--- src/rtl/il_pkg.sv ---
package il_pkg;

  typedef struct packed {
    logic green;
    logic red;
  } lamp_t;

  // Next-state arithmetic of the two coupled flags.
  function automatic lamp_t lamp_next(lamp_t cur, logic trip, logic arm);
    logic g_set, g_clr, r_set, r_clr;
    lamp_t nx;
    g_set = ~trip & arm & ~cur.green;
    g_clr = (trip & cur.green) | (cur.green & cur.red);
    r_set = trip & ~cur.red;
    r_clr = (~trip & arm & cur.red) | (cur.green & cur.red);
    nx = cur;
    if (g_clr)      nx.green = 1'b0;
    else if (g_set) nx.green = 1'b1;
    if (r_clr)      nx.red = 1'b0;
    else if (r_set) nx.red = 1'b1;
    return nx;
  endfunction

endpackage

--- src/rtl/il_init_sync.sv ---
module il_init_sync (
  input  logic clk,
  input  logic init,
  output logic run
);
  logic [1:0] sh;

  always_ff @(posedge clk or posedge init) begin
    if (init) sh <= 2'b00;
    else      sh <= {sh[0], 1'b1};
  end

  assign run = sh[1];
endmodule

--- src/rtl/il_sync.sv ---
module il_sync #(
  parameter int STAGES = 2
) (
  input  logic clk,
  input  logic run,
  input  logic d,
  output logic q
);
  logic [STAGES-1:0] sh;

  always_ff @(posedge clk or negedge run) begin
    if (!run) sh <= '0;
    else      sh <= {sh[STAGES-2:0], d};
  end

  assign q = sh[STAGES-1];
endmodule

--- src/rtl/il_debounce.sv ---
module il_debounce #(
  parameter int DEB_BITS = 16,
  parameter bit DEB_EN   = 1'b1
) (
  input  logic clk,
  input  logic run,
  input  logic d,
  output logic q
);
  generate
    if (DEB_EN) begin : g_filter
      localparam logic [DEB_BITS-1:0] CMAX = {DEB_BITS{1'b1}};
      logic [DEB_BITS-1:0] cnt;
      logic                lvl;
      logic                differs;

      assign differs = (d != lvl);

      always_ff @(posedge clk or negedge run) begin
        if (!run) begin
          lvl <= 1'b0;
          cnt <= '0;
        end else if (!differs) begin
          cnt <= '0;
        end else if (cnt == CMAX) begin
          lvl <= d;
          cnt <= '0;
        end else begin
          cnt <= cnt + 1'b1;
        end
      end

      assign q = lvl;

      // a filtered level never moves while the input agrees with it
      a_r8_quiet_hold: assert property (@(posedge clk) disable iff (!run)
        !differs |=> $stable(lvl));
      // a change is only taken after the counter has run out
      a_r8_full_count: assert property (@(posedge clk) disable iff (!run)
        (differs && cnt != CMAX) |=> $stable(lvl));
    end else begin : g_bypass
      assign q = d;
    end
  endgenerate
endmodule

--- src/rtl/il_core.sv ---
module il_core
  import il_pkg::*;
(
  input  logic clk,
  input  logic run,
  input  logic trip_d,
  input  logic arm_d,
  output logic green,
  output logic red
);
  lamp_t st, nx;

  // Named events for the checks
  logic trip_evt, arm_ok, idle;
  assign trip_evt = trip_d;
  assign arm_ok   = arm_d & ~trip_d;
  assign idle     = ~trip_d & ~arm_d;

  assign nx = lamp_next(st, trip_d, arm_d);

  always_ff @(posedge clk or negedge run) begin
    if (!run) st <= '0;
    else      st <= nx;
  end

  assign green = st.green;
  assign red   = st.red;

  a_r1_init_dark: assert property (@(posedge clk)
    !run |-> (!green && !red));
  a_r2_arm_greens: assert property (@(posedge clk) disable iff (!run)
    arm_ok |=> (green && !red));
  a_r3_trip_reds: assert property (@(posedge clk) disable iff (!run)
    trip_evt |=> (red && !green));
  a_r4_arm_blocked: assert property (@(posedge clk) disable iff (!run)
    (trip_evt && arm_d && red) |=> red);
  a_r6_exclusive: assert property (@(posedge clk) disable iff (!run)
    !(green && red));
  a_r7_hold: assert property (@(posedge clk) disable iff (!run)
    idle |=> ($stable(green) && $stable(red)));
endmodule

--- src/rtl/trip_interlock.sv ---
module trip_interlock #(
  parameter int DEB_BITS    = 16,
  parameter bit DEB_EN      = 1'b1,
  parameter int SYNC_STAGES = 2
) (
  input  logic clk,
  input  logic init,
  input  logic trip_in,
  input  logic arm_in,
  output logic green,
  output logic red
);
  localparam int NIN = 2;

  logic           run;
  logic [NIN-1:0] raw, synced, clean;

  assign raw = {arm_in, trip_in};

  il_init_sync u_init (.clk(clk), .init(init), .run(run));

  for (genvar i = 0; i < NIN; i++) begin : g_in
    il_sync #(.STAGES(SYNC_STAGES)) u_sync (
      .clk(clk), .run(run), .d(raw[i]), .q(synced[i]));
    il_debounce #(.DEB_BITS(DEB_BITS), .DEB_EN(DEB_EN)) u_deb (
      .clk(clk), .run(run), .d(synced[i]), .q(clean[i]));
  end

  il_core u_core (
    .clk(clk), .run(run), .trip_d(clean[0]), .arm_d(clean[1]),
    .green(green), .red(red));
endmodule

--- config.mk ---
export PLATFORM = sky130hd
export DESIGN_NAME = trip_interlock
export DESIGN_NICKNAME = d
export VERILOG_FILES = /design/src/rtl/il_pkg.sv /design/src/rtl/il_init_sync.sv /design/src/rtl/il_sync.sv /design/src/rtl/il_debounce.sv /design/src/rtl/il_core.sv /design/src/rtl/trip_interlock.sv
export SDC_FILE = /design/constraint.sdc
export NUM_CORES = 1
export LEC_CHECK = 0
export ABC_CLOCK_PERIOD_IN_PS = 1300
export BUFFER_PORTS_ARGS = -buffer_cell sky130_fd_sc_hd__clkbuf_2
export CORE_MARGIN = 2
export CORE_UTILIZATION = 50
export DETAILED_ROUTE_END_ITERATION = 16
export HOLD_SLACK_MARGIN = 0.05
export PLACE_DENSITY = 0.69
export SYNTH_ARGS = -nofsm -noshare
export SYNTH_HDL_FRONTEND = slang
export SYNTH_SLANG_ARGS = --single-unit
export TNS_END_PERCENT = 10
--- constraint.sdc ---
create_clock -name clk -period 1.3 [get_ports clk]
set_input_delay 0 -clock clk [delete_from_list [all_inputs] [get_ports clk]]
set_output_delay 0 -clock clk [all_outputs]
set_load 0.01 [all_outputs]
# [Yosys cells after proc, flatten, opt, wreduce, memory -nomap -nowiden]
# Index checks and enable logic that the tools add are counted.
[word_totals] reg_bits=42 output_inout_bits=2 in_bits=4
[op_classes] muxes=8 reduce_logical=4 n_bitwise=11 eq_ne=4 add_sub_neg=2
[ops] operator="$mux 16" count=4
[ops] operator="$add 16x1->16 const B" count=2
[ops] operator="$eq 16x16->1 const B" count=2
[ops] operator="$and 1x1->1" count=6
[ops] operator="$mux 1" count=4
[ops] operator="$reduce_and 2->1" count=2
[ops] operator="$reduce_bool 2->1" count=2
[ops] operator="$not 1->1" count=3
[ops] operator="$ne 1x1->1" count=2
[ops] operator="$or 1x1->1" count=2

# [Logic depth before layout (Yosys ltp)]
[logic_depth] depth_word=5 ltp_mapped=6

# [By module]
# From an unflattened synthesis, not the netlist that was laid out.
[unflattened] hier_cells=181 area_unflattened_um2=1881.8
[modules_own_cells] mod="il_debounce" area_each_um2=820.8 instances=2 cells_each=83
[modules_own_cells] mod="il_sync" area_each_um2=50.0 instances=2 cells_each=2
[modules_own_cells] mod="il_core" area_each_um2=82.6 instances=1 cells_each=7
[modules_own_cells] mod="il_init_sync" area_each_um2=57.6 instances=1 cells_each=4

# [Worst setup path after synthesis]
# OpenSTA, ideal clock, no wires.
[synth_timing] path_type="register -> register" startpoint="reg g_in[1].u_deb.g_filter.cnt[0]" endpoint="reg g_in[1].u_deb.g_filter.cnt[11]" stages_incl_launch_ff=7 setup_slack_ns=-0.254 t_required_ns=1.229 path_buffers=1 t_arrival_ns=1.483 synth_period_minus_slack_ns=1.554 path_cell_list="dfrtp_1 -> ha_1 -> and4_1 -> and4_4 -> a31o_2 -> clkbuf_8 -> nor2_1"
[synth_between] elab_chain_cells=3 elab_cells_between_ends=4 classes_between="add/sub: 1; eq/ne: 1; mux: 2"
[synth_rtl] item="from (decl)" line_no="il_debounce.sv:13" text="logic [DEB_BITS-1:0] cnt;"
[synth_rtl] item="from (signal assigned)" line_no="il_debounce.sv:29" text="cnt <= cnt + 1'b1;"
[synth_rtl] item="$add 16x1->16 / $eq 16x16->1 (equally long branches)" line_no="il_debounce.sv:29, il_debounce.sv:25"
[synth_rtl] item="$mux 16 *" line_no="il_debounce.sv:25" text="end else if (cnt == CMAX) begin"
[synth_rtl] item="$mux 16 *" line_no="il_debounce.sv:23" text="end else if (!differs) begin"
# Mark *: on every way between the ends. The rest lies on a longest branch, timed or not.
# A chain may end at the register's enable or synchronous reset.

# [Worst setup path after layout]
[layout_timing] startpoint="reg g_in[1].u_deb.g_filter.cnt[0]" endpoint="reg g_in[1].u_deb.g_filter.lvl"
[layout_between] elab_chain_cells=2
[layout_rtl] item="$eq 16x16->1" line_no="il_debounce.sv:25"
[layout_rtl] item="$reduce_and 2->1 (no source line)"
[layout_rtl] item="to (signal assigned)" line_no="il_debounce.sv:21" text="lvl <= 1'b0;"
[layout_rtl] item="to (signal assigned)" line_no="il_debounce.sv:26" text="lvl <= d;"
[layout_rtl] item="to (decl)" line_no="il_debounce.sv:14" text="logic lvl;"
# No other way between the ends.

==> metrics.md <==
| Metric | Value |
|---|---|
| Leading area contributor after synthesis | `dfrtp_1` |
| Worst path required time | `1470 ps` |
| #FFs+latches synth | `42` |
| Fraction of layout cells with a size suffix above 1 | `0.344` |
| Vias in the first global route | `1531` |
| Final Cell Area | `2460 µm²` |
| Status | `complete, but fails checks` |
| Die Y | `65.4 µm` |
| Reg2Reg Depth | `5` |
| Total Wirelength | `3690 µm` |
| Post-layout power | `2330 µW` |
| TritonCTS Buffers | `5` |
| Worst setup SP type | `flop` |
| CP Class | `flop to flop` |
| Max incr delay on CP | `360 ps` |
| CTS tree | `yes` |
| Synth top area share | `0.557` |
| Area Growth Syn to Fin | `30.6%` |
| Fin. max-slew vios | `0` |
| Fin. Hold Viols | `0` |
| Max clock buf depth | `2` |
| Synth area leaders | `dfrtp_1 (56%), xnor2_1 (7.4%), nor2_1 (6.8%), xor2_1 (6.0%), nand3_1 (2.7%)` |
| R2r setup slk | `-180 ps` |
| Cell Area, Synth | `1890 µm²` |
| Core area | `3630 µm²` |
| I/O pins | `6` |
| FILL cells | `270` |
| Port bufs | `5` |
| Post-Syn Instances | `172` |
| Overflow after GRT | `0` |
| Drt initial violations | `74` |
| Number of inserted diodes | `0` |
| RSZ-0062 raised after global routing | `true` |
| CTS sink cnt | `42` |
| Synth cell types | `31` |
| Most common cell in the netlist | `dfrtp_1` |
| DRT antenna net count | `0` |
| Global Route Usage Sum | `0.206` |
| DRC | `0` |
| Critical path fanouts, max | `3` |
| Max Fclk | `675 MHz` |
| Post-DR wirelength/cell | `13.4 µm` |
| Hold/Removal Path Class | `input pin to async pin` |
| Slowest CP cell | `dfrtp_1` |
| Routed vias | `1397` |
| Final worst path period share | `1.14` |
| Final worst path period need | `1480 ps` |
| Std cell rows | `22` |
| Delay-heaviest family, CP | `simple AND/OR/NAND/NOR gates` |
| Initial antenna violation count | `0` |
| Syn Nets | `178` |
| Worst Path Arrival | `1660 ps` |
| Synth Warn # | `0` |
| Final GP Congestion | `0.857` |
| Post-route worst setup slack | `-181 ps` |
| Failing checks | `negative setup slack` |
| DR vias/cell | `5.08` |
| Die area | `4280 µm²` |
| DP Area | `2260 µm²` |
| Static Leak | `0.00111 µW` |
| Primary FF master, synth | `dfrtp_1` |
| Max Cap Viol | `0` |
| Clock skew | `6.90 ps` |
| Placed insts | `263` |
| Setup-failing EPs final | `28` |
| Die width | `65.4 µm` |
| Non-filler instance count after layout | `275` |
| First-pass GRT wire length | `6510 µm` |
| Nets@finish | `232` |
| Ys async rst share | `1.00` |
| Post-synth EDFFs | `0` |
| Syn avg cell area | `11.0 µm²` |
| Reg-to-reg startpoint | `g_in[1].u_deb.g_filter.cnt[0]$_DFF_PN0_` |
| Largest net degree at the start of global routing | `41` |
| FF-to-FF End | `g_in[1].u_deb.q$_DFFE_PN0P_` |
| VDD IR max | `0.000855 V` |
| Initial core utilization | `0.519` |
| Root buf cell | `clkbuf_8` |
| Drt first pass iters | `4` |
| Power Density | `946 nW/µm²` |
| Buf/Inv on CP | `0` |
| CP Cell Sequence | `ha_2, and4_1, and4_4, nand3_2, mux2_4` |
| Sequential fraction of the synthesis area | `0.557` |
| CTS H-tree depth | `2` |
| Post-synth top cells | `dfrtp_1 (42), nor2_1 (34), xnor2_1 (16)` |
| Clock transition at the registers of the reported paths | `80 ps` |
| Hpwl dp | `2680 µm` |
| Worst hold slack | `123 ps` |
| CP Capture Type | `flop` |
| Worst-Skew Late Latency | `290 ps` |
| Layout Utilization | `0.678` |
cells in the final DEF, fill, tap and decap left out, types with 3 or more instances in the layout:
| cell type | synthesis | routed |
|---|---|---|
| dlygate4sd3_1 | 0 | 3 |
| nand2_1 | 6 | 4 |
| and4_1 | 5 | 5 |
| xnor2_1 | 16 | 16 |
| nor2_1 | 34 | 34 |
| nand4_1 | 7 | 7 |
| xor2_1 | 13 | 13 |
| buf_4 | 0 | 42 |
| nand3_1 | 10 | 9 |
| clkbuf_8 | 1 | 6 |
| dfrtp_1 | 42 | 42 |
| inv_1 | 6 | 6 |
| clkbuf_2 | 0 | 5 |
| nor4_2 | 1 | 6 |
where the power goes:
part | internal (µW) | total [µW] | switching, µW
logic | 64.1 | 136 | 71.8
clock network | 426 | 849 | 423
registers | 1330 | 1350 | 15.9
flip-flops by register name (all words and copies together) (netlist names):
| register | flops |
|---|---|
| u_core.red | 1 |
| g_in.u_deb.g_filter.cnt | 32 |
| u_core.green | 1 |
| g_in.u_sync.sh | 4 |
| u_init.sh | 2 |
| g_in.u_deb.q | 2 |
stage by stage:
stage	setup slack, ps	TNS [ps]
3_3_place_gp	-132	-2050
4_1_cts	-189	-2190
3_5_place_dp	-203	-3430
6_report	-181	-1700
5_1_grt	-233	-4450
2_1_floorplan	-165	-2370
worst max-delay path by stage:
stage,start,end,slack [ps],cells after the start
after floorplan,g_in[1].u_deb.g_filter.cnt[0]$_DFF_PN0_,g_in[1].u_deb.q$_DFFE_PN0P_,-170,5
after global placement,g_in[1].u_deb.g_filter.cnt[1]$_DFF_PN0_,g_in[1].u_deb.g_filter.cnt[15]$_DFF_PN0_,-130,5
after detailed placement,g_in[1].u_deb.g_filter.cnt[1]$_DFF_PN0_,g_in[1].u_deb.g_filter.cnt[4]$_DFF_PN0_,-200,5
after CTS,g_in[1].u_deb.g_filter.cnt[1]$_DFF_PN0_,g_in[1].u_deb.q$_DFFE_PN0P_,-190,5
after global routing,g_in[1].u_deb.g_filter.cnt[0]$_DFF_PN0_,g_in[1].u_deb.q$_DFFE_PN0P_,-230,5
final,g_in[1].u_deb.g_filter.cnt[0]$_DFF_PN0_,g_in[1].u_deb.q$_DFFE_PN0P_,-180,5
layout make-up:
| type | count | area [µm²] | area share |
|---|---|---|---|
| clock inverters | 2 | 12.5 | 0.00508 |
| repair buffers | 51 | 390 | 0.158 |
| inverters | 6 | 22.5 | 0.00914 |
| clock buffers | 6 | 82.6 | 0.0335 |
| well taps | 48 | 60.1 | 0.0244 |
| flip-flops and latches | 42 | 1050 | 0.427 |
| multi-input cells | 120 | 845 | 0.343 |
worst min-delay path: cells and delay by family:
| family | cells | cell delay (ps) |
|---|---|---|
| buf+inv | 3 | 750 |
per-layer routing:
metal  track usage  routed length [µm]  part of all wire  up-vias
met3        0.0514                  84             0.023        4
li1              -                   -                 -      688
met2         0.399                2050              0.56       12
met1         0.215                1510              0.41      693
met5             0                   0                 0        -
met4        0.0625                  43             0.012        0
kinds of logic (layout without fill, tap and decap cells):
group	after synthesis	in the layout	share of synthesized area
buf+inv	10	65	0.0332
xor+xnor	29	29	0.135
mux	2	2	0.0139
compound gates	6	6	0.0192
fa+ha+maj	2	2	0.0133
flops	42	42	0.557
simple gates	80	80	0.227
other cells	1	1	0.00199
what timing repair did:
item / in CTS / in global routing
hold endpoints to repair: 4 / 0
endpoints found under the setup margin: 33 / 33
setup buffers: 2 / 0
gates resized for setup: 8 / 6
hold buffers: 3 / 0
pin swaps: 13 / 6
Note: power is estimated with default switching activity, not from simulation.
